==> config.mk <==
export PLATFORM = sky130hd
export DESIGN_NAME = mck_gen
export DESIGN_NICKNAME = d
export VERILOG_FILES = /design/src/rtl/mck_pkg.sv /design/src/rtl/mck_cfg_reg.sv /design/src/rtl/mck_src_mux.sv /design/src/rtl/mck_prescaler.sv /design/src/rtl/mck_ratio_div.sv /design/src/rtl/mck_gen.sv
export SDC_FILE = /design/constraint.sdc
export NUM_CORES = 1
export LEC_CHECK = 0
export BUFFER_PORTS_ARGS = -buffer_cell sky130_fd_sc_hd__clkbuf_2
export CAP_MARGIN = 20
export CORE_MARGIN = 2
export CORE_UTILIZATION = 46
export CTS_CLUSTER_SIZE = 30
export DETAILED_ROUTE_END_ITERATION = 7
export PLACE_DENSITY = 0.93
export SYNTH_ARGS = -nofsm -noshare
export SYNTH_HDL_FRONTEND = slang
export SYNTH_SLANG_ARGS = --single-unit
export TNS_END_PERCENT = 100
==> constraint.sdc <==
create_clock -name clk -period 2.45 [get_ports clk]
set_input_delay 0.245 -clock clk [delete_from_list [all_inputs] [get_ports clk]]
set_output_delay 0.245 -clock clk [all_outputs]
set_load 0.03 [all_outputs]
==> src/rtl/mck_pkg.sv <==
package mck_pkg;

    localparam int unsigned MCK_SRC_N     = 4;
    localparam int unsigned MCK_PRES_W    = 3;
    localparam int unsigned MCK_RATIO_W   = 2;
    localparam int unsigned MCK_DATA_W    = 32;
    localparam int unsigned MCK_SEL_LSB   = 0;
    localparam int unsigned MCK_PRES_LSB  = 2;
    localparam int unsigned MCK_RATIO_LSB = 8;

    typedef enum logic [1:0] {
        SRC_SLOW = 2'd0,
        SRC_MAIN = 2'd1,
        SRC_PLLA = 2'd2,
        SRC_PLLB = 2'd3
    } mck_src_e;

endpackage

==> src/rtl/mck_cfg_reg.sv <==
module mck_cfg_reg #(
    parameter int unsigned DATA_W    = mck_pkg::MCK_DATA_W,
    parameter int unsigned SEL_W     = 2,
    parameter int unsigned PRES_W    = mck_pkg::MCK_PRES_W,
    parameter int unsigned RATIO_W   = mck_pkg::MCK_RATIO_W,
    parameter int unsigned SEL_LSB   = mck_pkg::MCK_SEL_LSB,
    parameter int unsigned PRES_LSB  = mck_pkg::MCK_PRES_LSB,
    parameter int unsigned RATIO_LSB = mck_pkg::MCK_RATIO_LSB
) (
    input  logic               clk,
    input  logic               rst_n,
    input  logic               wr_i,
    input  logic [DATA_W-1:0]  wdata_i,
    output logic [SEL_W-1:0]   sel_o,
    output logic [PRES_W-1:0]  pres_o,
    output logic [RATIO_W-1:0] ratio_o,
    output logic               err_o,
    output logic [DATA_W-1:0]  rdata_o
);

    typedef struct packed {
        logic [SEL_W-1:0]   sel;
        logic [PRES_W-1:0]  pres;
        logic [RATIO_W-1:0] ratio;
        logic               err;
    } cfg_t;

    cfg_t cfg_d, cfg_q;

    logic [SEL_W-1:0]   w_sel;
    logic [PRES_W-1:0]  w_pres;
    logic [RATIO_W-1:0] w_ratio;
    logic               w_rsvd;
    logic               unused_wdata;

    assign w_sel        = wdata_i[SEL_LSB +: SEL_W];
    assign w_pres       = wdata_i[PRES_LSB +: PRES_W];
    assign w_ratio      = wdata_i[RATIO_LSB +: RATIO_W];
    assign w_rsvd       = &w_pres;
    assign unused_wdata = ^wdata_i;

    always_comb begin
        cfg_d = cfg_q;
        if (wr_i) begin
            cfg_d.sel   = w_sel;
            cfg_d.ratio = w_ratio;
            if (w_rsvd) begin
                cfg_d.err = 1'b1;
            end else begin
                cfg_d.pres = w_pres;
                cfg_d.err  = 1'b0;
            end
        end
    end

    always_ff @(posedge clk or negedge rst_n) begin
        if (!rst_n) begin
            cfg_q <= '0;
        end else begin
            cfg_q <= cfg_d;
        end
    end

    always_comb begin
        rdata_o = '0;
        rdata_o[SEL_LSB +: SEL_W]     = cfg_q.sel;
        rdata_o[PRES_LSB +: PRES_W]   = cfg_q.pres;
        rdata_o[RATIO_LSB +: RATIO_W] = cfg_q.ratio;
    end

    assign sel_o   = cfg_q.sel;
    assign pres_o  = cfg_q.pres;
    assign ratio_o = cfg_q.ratio;
    assign err_o   = cfg_q.err;

endmodule

==> src/rtl/mck_src_mux.sv <==
module mck_src_mux #(
    parameter int unsigned SRC_N = mck_pkg::MCK_SRC_N,
    parameter int unsigned SEL_W = $clog2(SRC_N)
) (
    input  logic [SRC_N-1:0] src_i,
    input  logic [SEL_W-1:0] sel_i,
    output logic             stb_o
);

    logic [SRC_N-1:0] gated;

    for (genvar g = 0; g < SRC_N; g++) begin : g_leg
        assign gated[g] = src_i[g] && (sel_i == SEL_W'(g));
    end

    assign stb_o = |gated;

endmodule

==> src/rtl/mck_prescaler.sv <==
module mck_prescaler #(
    parameter int unsigned PRES_W = mck_pkg::MCK_PRES_W,
    parameter int unsigned CNT_W  = (1 << PRES_W) - 2
) (
    input  logic              clk,
    input  logic              rst_n,
    input  logic              clr_i,
    input  logic              stb_i,
    input  logic [PRES_W-1:0] shift_i,
    output logic              hit_o
);

    typedef struct packed {
        logic [CNT_W-1:0] cnt;
    } pre_t;

    pre_t pre_d, pre_q;

    logic [CNT_W:0]   span;
    logic [CNT_W-1:0] last;
    logic             at_last;

    always_comb begin
        span    = (CNT_W + 1)'(1) << shift_i;
        last    = CNT_W'(span - (CNT_W + 1)'(1));
        at_last = (pre_q.cnt == last);
        hit_o   = !clr_i && stb_i && at_last;
        pre_d   = pre_q;
        if (clr_i) begin
            pre_d.cnt = '0;
        end else if (stb_i) begin
            pre_d.cnt = at_last ? '0 : pre_q.cnt + CNT_W'(1);
        end
    end

    always_ff @(posedge clk or negedge rst_n) begin
        if (!rst_n) begin
            pre_q <= '0;
        end else begin
            pre_q <= pre_d;
        end
    end

endmodule

==> src/rtl/mck_ratio_div.sv <==
module mck_ratio_div #(
    parameter int unsigned RATIO_W = mck_pkg::MCK_RATIO_W
) (
    input  logic               clk,
    input  logic               rst_n,
    input  logic               clr_i,
    input  logic               hit_i,
    input  logic [RATIO_W-1:0] ratio_i,
    output logic               cpu_o,
    output logic               bus_o
);

    typedef struct packed {
        logic [RATIO_W-1:0] cnt;
        logic               cpu;
        logic               bus;
    } div_t;

    div_t div_d, div_q;

    always_comb begin
        div_d     = div_q;
        div_d.cpu = 1'b0;
        div_d.bus = 1'b0;
        if (clr_i) begin
            div_d.cnt = '0;
        end else if (hit_i) begin
            div_d.cpu = 1'b1;
            if (div_q.cnt == ratio_i) begin
                div_d.bus = 1'b1;
                div_d.cnt = '0;
            end else begin
                div_d.cnt = div_q.cnt + RATIO_W'(1);
            end
        end
    end

    always_ff @(posedge clk or negedge rst_n) begin
        if (!rst_n) begin
            div_q <= '0;
        end else begin
            div_q <= div_d;
        end
    end

    assign cpu_o = div_q.cpu;
    assign bus_o = div_q.bus;

endmodule

==> src/rtl/mck_gen.sv <==
module mck_gen #(
    parameter int unsigned SRC_N     = mck_pkg::MCK_SRC_N,
    parameter int unsigned PRES_W    = mck_pkg::MCK_PRES_W,
    parameter int unsigned RATIO_W   = mck_pkg::MCK_RATIO_W,
    parameter int unsigned DATA_W    = mck_pkg::MCK_DATA_W,
    parameter int unsigned SEL_LSB   = mck_pkg::MCK_SEL_LSB,
    parameter int unsigned PRES_LSB  = mck_pkg::MCK_PRES_LSB,
    parameter int unsigned RATIO_LSB = mck_pkg::MCK_RATIO_LSB
) (
    input  logic              clk,
    input  logic              rst_n,
    input  logic [SRC_N-1:0]  src_stb,
    input  logic              cfg_wr,
    input  logic [DATA_W-1:0] cfg_wdata,
    output logic [DATA_W-1:0] cfg_rdata,
    output logic              cfg_err,
    output logic              cpu_en,
    output logic              bus_en
);

    localparam int unsigned SEL_W = $clog2(SRC_N);
    localparam int unsigned CNT_W = (1 << PRES_W) - 2;

    logic [SEL_W-1:0]   sel;
    logic [PRES_W-1:0]  pres;
    logic [RATIO_W-1:0] ratio;
    logic               sel_stb;
    logic               pre_hit;

    mck_cfg_reg #(
        .DATA_W   (DATA_W),
        .SEL_W    (SEL_W),
        .PRES_W   (PRES_W),
        .RATIO_W  (RATIO_W),
        .SEL_LSB  (SEL_LSB),
        .PRES_LSB (PRES_LSB),
        .RATIO_LSB(RATIO_LSB)
    ) u_cfg (
        .clk    (clk),
        .rst_n  (rst_n),
        .wr_i   (cfg_wr),
        .wdata_i(cfg_wdata),
        .sel_o  (sel),
        .pres_o (pres),
        .ratio_o(ratio),
        .err_o  (cfg_err),
        .rdata_o(cfg_rdata)
    );

    mck_src_mux #(
        .SRC_N(SRC_N),
        .SEL_W(SEL_W)
    ) u_mux (
        .src_i(src_stb),
        .sel_i(sel),
        .stb_o(sel_stb)
    );

    mck_prescaler #(
        .PRES_W(PRES_W),
        .CNT_W (CNT_W)
    ) u_pre (
        .clk    (clk),
        .rst_n  (rst_n),
        .clr_i  (cfg_wr),
        .stb_i  (sel_stb),
        .shift_i(pres),
        .hit_o  (pre_hit)
    );

    mck_ratio_div #(
        .RATIO_W(RATIO_W)
    ) u_div (
        .clk    (clk),
        .rst_n  (rst_n),
        .clr_i  (cfg_wr),
        .hit_i  (pre_hit),
        .ratio_i(ratio),
        .cpu_o  (cpu_en),
        .bus_o  (bus_en)
    );

endmodule

Word level (Yosys, flattened, before mapping)
Index checks and enable logic that the tools add are counted.

word-level totals
  register bits = 18
  bits of input ports = 39
  output and inout port bits = 35
  word-level logic and storage cells = 40

operators by class
  $add $sub $neg = 3
  equality and inequality tests = 5
  shifts and indexed selects = 1
  muxes and demuxes = 9
  bitwise logic cells = 1
  reductions and logical operators = 13

operator list
  operator                                             number
  two-way mux 6 bit                                    3
  adder 6 x 1 -> 6 bit, second input constant          1
  equality test 6 bit                                  1
  logical AND 1 bit                                    6
  two-way mux 2 bit                                    3
  << shifter 1 x 3 -> 6 bit, first input constant      1
  subtractor 6 x 1 -> 6 bit, second input constant     1
  equality test 2 bit, second input constant           2
  two-way mux 4 bit                                    1
  nonzero test 2 bit                                   2
  OR reduction 4 bit                                   1
  AND reduction 3 bit                                  1
  adder 2 x 1 -> 2 bit, second input constant          1
  equality test 2 x 1 -> 1 bit, second input constant  1
  equality test 2 bit                                  1
  logical NOT 2 bit                                    1
  two-way mux 1 bit                                    2
  AND reduction 2 bit                                  1
  logical NOT 1 bit                                    1
  NOT 1 bit                                            1

Logic depth before layout (Yosys ltp)
  word-level depth = 7
  depth in mapped cells = 7
  gate-level depth less buffers = 5

Hierarchy
A second synthesis with hierarchy kept.

unflattened totals
  cell total of the unflattened synthesis = 134
  area total of the unflattened synthesis = 1,301.2 µm²

by module, submodules not included
  module         times used  cells an instance  area an instance (µm²)  sequential area each (µm²)
  mck_cfg_reg    1           58                 585.6                   200.2
  mck_prescaler  1           57                 509.2                   150.1
  mck_ratio_div  1           18                 183.9                   100.1
  mck_src_mux    1           1                  22.5                    0.0

Least setup slack after synthesis
Ideal clock, no wire load.

  path kind = register to register
  from = register u_cfg.cfg_q (netlist bit u_cfg.pres_o[2])
  to = register u_pre.pre_q[3] (netlist name)
  library setup time = 0.126 ns
  data arrival time = 1.674 ns
  required time = 2.324 ns
  setup slack = 0.650 ns
  cell stages (with the launch flop) = 6
  buffers on the path = 0
  clock period less this slack = 1.800 ns
  cell sequence = dfrtp_1 or4_1 nor2_1 a211o_2 a21oi_1 a221o_1

on the way
  longest elaborated chain between the ends = 6

RTL lines
  what                       RTL line             source
  start, declared            mck_cfg_reg.sv:28    cfg_t cfg_d, cfg_q;
  start signal, assigned     mck_cfg_reg.sv:60    cfg_q <= cfg_d;
  << shifter 1 x 3 -> 6 bit  mck_prescaler.sv:24  span = (CNT_W + 1)'(1) << shift_i;
  subtractor 6 x 1 -> 6 bit  mck_prescaler.sv:25  last = CNT_W'(span - (CNT_W + 1)'(1));
  equality test 6 bit        mck_prescaler.sv:26  at_last = (pre_q.cnt == last);
  two-way mux 6 bit          mck_prescaler.sv:32  pre_d.cnt = at_last ? '0 : pre_q.cnt + CNT_W'(1);
  two-way mux 6 bit          mck_prescaler.sv:31  end else if (stb_i) begin
  two-way mux 6 bit          mck_prescaler.sv:29  if (clr_i) begin
  end signal, assigned       mck_prescaler.sv:40  pre_q <= pre_d;
  end, declared              mck_prescaler.sv:17  pre_t pre_d, pre_q;

Every way passes these cells. The select of a mux whose other input is x is not followed.
A chain may end at the register's enable or synchronous reset.

==> results.py <==
metrics = {
    "critical_path": {
        "crit_slowest_cell": "or4_1",
        "critPathMaxStageDelay_ns": 0.54,
        "critPathBufInv": 0,
        "cp_top_family": "simple AND/OR/NAND/NOR gates",
        "cp.required_ns": 2.68,
        "path_class": "reg2reg",
        "crit_path_cell_trace": "or4_1 -> nor2_1 -> a211o_2 -> and3b_1 -> nor3b_2",
        "cp-start-kind": "flop",
        "critical_path_arrival_ns": 2.05,
        "worst_setup_path_end_kind": "flop",
        "path_max_fanout": 8,
    },
    "route": {
        "drt_first_pass_iters": 6,
        "drc": 0,
        "num_vias": 909,
        "drt-initial-drc-count": 5,
        "ant_nets": 0,
        "wl_per_cell_um": 11.3,
        "totalWireLength_um": 2040,
        "viasPerCell": 5.05,
    },
    "final_layout": {
        "utilization": 0.507,
        "area_growth_pct": 5.24,
        "final_nets": 191,
        "fin_cells": 180,
        "final_common_cell": "conb_1",
        "diodes": 0,
        "layout_common_cells": "25 x conb_1, 23 x clkbuf_2, 18 x dfrtp_1",
        "final_layout_size_suffix_gt1_frac": 0.233,
    },
    "power_and_ir_drop": {
        "ir_drop_mv": 0.346,
        "internal-power_uw": 464,
        "p_leak_nw": 0.663,
        "p_sw_frac": 0.357,
        "power.share.clock": 0.261,
        "total_power_uw": 722,
        "switchingPower_uw": 258,
        "powerDensity_nw_per_um2": 575,
        "combPwrFrac": 0.257,
        "power_frac_seq": 0.481,
    },
    "logic_synthesis": {
        "synth_enable_flop_cells": 0,
        "postSynthCellCount": 129,
        "async_flop_share": 1.00,
        "ys_seq_elements": 18,
        "synth_flop_cell": "dfrtp_1",
        "syn-cell-area_sq_um": 1190,
        "yosysWarnings": 0,
        "postSynthAreaPerCell_sq_um": 9.25,
        "synth_cell_types": 35,
        "ys_seq_area_frac": 0.377,
    },
    "global_routing": {
        "grt_overflow": 0,
        "antenna_found_initial": 0,
        "grt_max_degree": 19,
        "grt_pass1_vias": 806,
        "grt.total_usage": 0.158,
        "grt_pass1_wl_um": 3330,
    },
    "worst_hold_path": {
        "min_path_type": "in2reg",
    },
    "floorplan": {
        "pin_count": 74,
        "core_area_sq_um": 2480,
        "die-height_um": 54.9,
        "die_x_um": 54.9,
        "die_area_sq_um": 3020,
        "rows": 18,
        "start_util": 0.482,
    },
    "clocking": {
        "clock_latency_ns": 0.30,
        "cts_max_level": 1,
        "numCtsBuffers": 3,
        "post_cts_buffers": 0,
        "clock_path_buffers": 2,
        "cts-root-buf": "clkbuf_4",
        "cts.sink_count": 18,
        "cts.clk_slew.worst_paths_ns": 0.11,
        "cts_tree": "done",
    },
    "placed_design": {
        "dp.cells": 175,
        "hpwl_um": 1550,
        "place.gp.congestion": 0.760,
        "io_buffers": 23,
    },
    "timing": {
        "max_freq_mhz": 551,
        "setup_viol_count_final": 0,
        "slew_violations": 0,
        "period_share": 0.741,
        "rsz0062_at_grt": "no",
        "tns_ns": 0,
        "fin_crit_ns": 1.82,
        "hold_viol": 0,
        "skew_ns": 0.00724,
    },
    "run": {
        "cap_viol_max_count": 0,
    },
    "outcome": {
        "outcome": "finished, final reports clean",
    },
}
[worst reg2reg max path: cells and delay by family, from the launching register on]
| family | cells | cell delay, ns |
|---|---|---|
| compound gates | 1 | 0.14 |
| simple gates | 4 | 1.13 |
| flops | 1 | 0.48 |
[flip-flops by register name, summed over array words and instances (netlist names)]
register and count:
u_div.div_q 2, u_div.cpu_o 1, u_div.bus_o 1, u_cfg.pres_o 3, u_cfg.sel_o 2, u_cfg.err_o 1
u_pre.pre_q 6, u_cfg.ratio_o 2
[Yosys cell counts (all sizes together), types with 3 or more instances]
| library cell | instances | share of area |
|---|---|---|
| a21oi | 10 | 0.042 |
| xor2 | 5 | 0.037 |
| o21ai | 4 | 0.017 |
| dfrtp | 18 | 0.38 |
| buf | 28 | 0.18 |
| mux2 | 5 | 0.047 |
| nand3 | 4 | 0.017 |
| nand2b | 4 | 0.021 |
| inv | 6 | 0.019 |
| clkbuf | 3 | 0.0094 |
| nor2 | 5 | 0.016 |
| nand2 | 9 | 0.028 |
| mux2i | 4 | 0.034 |
[power by group through the flow]
| stage | Sequential (mW) | Combinational (mW) | Clock, mW |
|---|---|---|---|
| 6_report | 0.348 | 0.186 | 0.189 |
| 5_1_grt | 0.353 | 0.205 | 0.208 |
| 4_1_cts | 0.347 | 0.186 | 0.194 |
| 3_5_place_dp | 0.353 | 0.185 | 0 |
| 3_3_place_gp | 0.352 | 0.181 | 0 |
| 2_1_floorplan | 0.370 | 0.155 | 0 |
[kinds of logic (layout without fill, tap and decap cells)]
kind of cell / Yosys count / in the layout / synth area share
AND/OR/NAND/NOR: 32 / 32 / 0.140
other: 1 / 25 / 0.00314
adder cells (fa/ha/maj): 1 / 1 / 0.0105
buffers and inverters: 37 / 34 / 0.209
flip-flops: 18 / 18 / 0.377
XOR/XNOR: 5 / 5 / 0.0367
multiplexers: 9 / 9 / 0.0807
AO/OA/AOI/OAI: 26 / 26 / 0.143
[layout make-up]
class	instances	area, sq um
Fill cell	240	1220
Multi-Input combinational cell	98	584
Sequential cell	18	450
Timing Repair Buffer	24	125
Tap cell	30	37.5
Clock buffer	4	36.3
Inverter	6	22.5
[routing by layer]
metal | vias up | share of wire | track usage
li1 | 434 | - | -
met1 | 438 | 0.40 | 0.164
met2 | 35 | 0.52 | 0.290
met3 | 2 | 0.067 | 0.0484
met4 | 0 | 0.0079 | 0.0732
met5 | - | 0 | 0
[final timing paths]
kind	endpoint	start	cells after the start	slack [ns]
min reg2reg	u_cfg.err_o$_DFFE_PN0P_	u_cfg.err_o$_DFFE_PN0P_	2	0.55
max reg2reg	u_div.bus_o$_DFF_PN0_	u_cfg.pres_o[2]$_DFFE_PN0P_	5	0.63
min	u_cfg.ratio_o[0]$_DFFE_PN0P_	cfg_wdata[8]	3	0.13
min in group asynchronous	u_div.bus_o$_DFF_PN0_	rst_n	2	0.39
max	u_div.bus_o$_DFF_PN0_	u_cfg.pres_o[2]$_DFFE_PN0P_	5	0.63
max in group asynchronous	u_pre.pre_q[1]$_DFFE_PN0P_	rst_n	2	1.74
[through the flow]
step	hold slack, ns	cell area (sq um)	setup slack [ns]
5_1_grt	0.132	1260	0.511
3_5_place_dp	0.209	1210	0.656
4_1_cts	0.130	1260	0.630
3_3_place_gp	0.204	1210	0.693
2_1_floorplan	-0.0506	1280	0.650
6_report	0.135	1260	0.634
[timing repair]
action / CTS / global route
hold buffers: 1 / 0
gates resized for setup: 0 / 0
endpoints found under the setup margin: 0 / 0
endpoints found under the hold margin: 18 / 0
No activity file was read; power rests on OpenSTA's default activity.
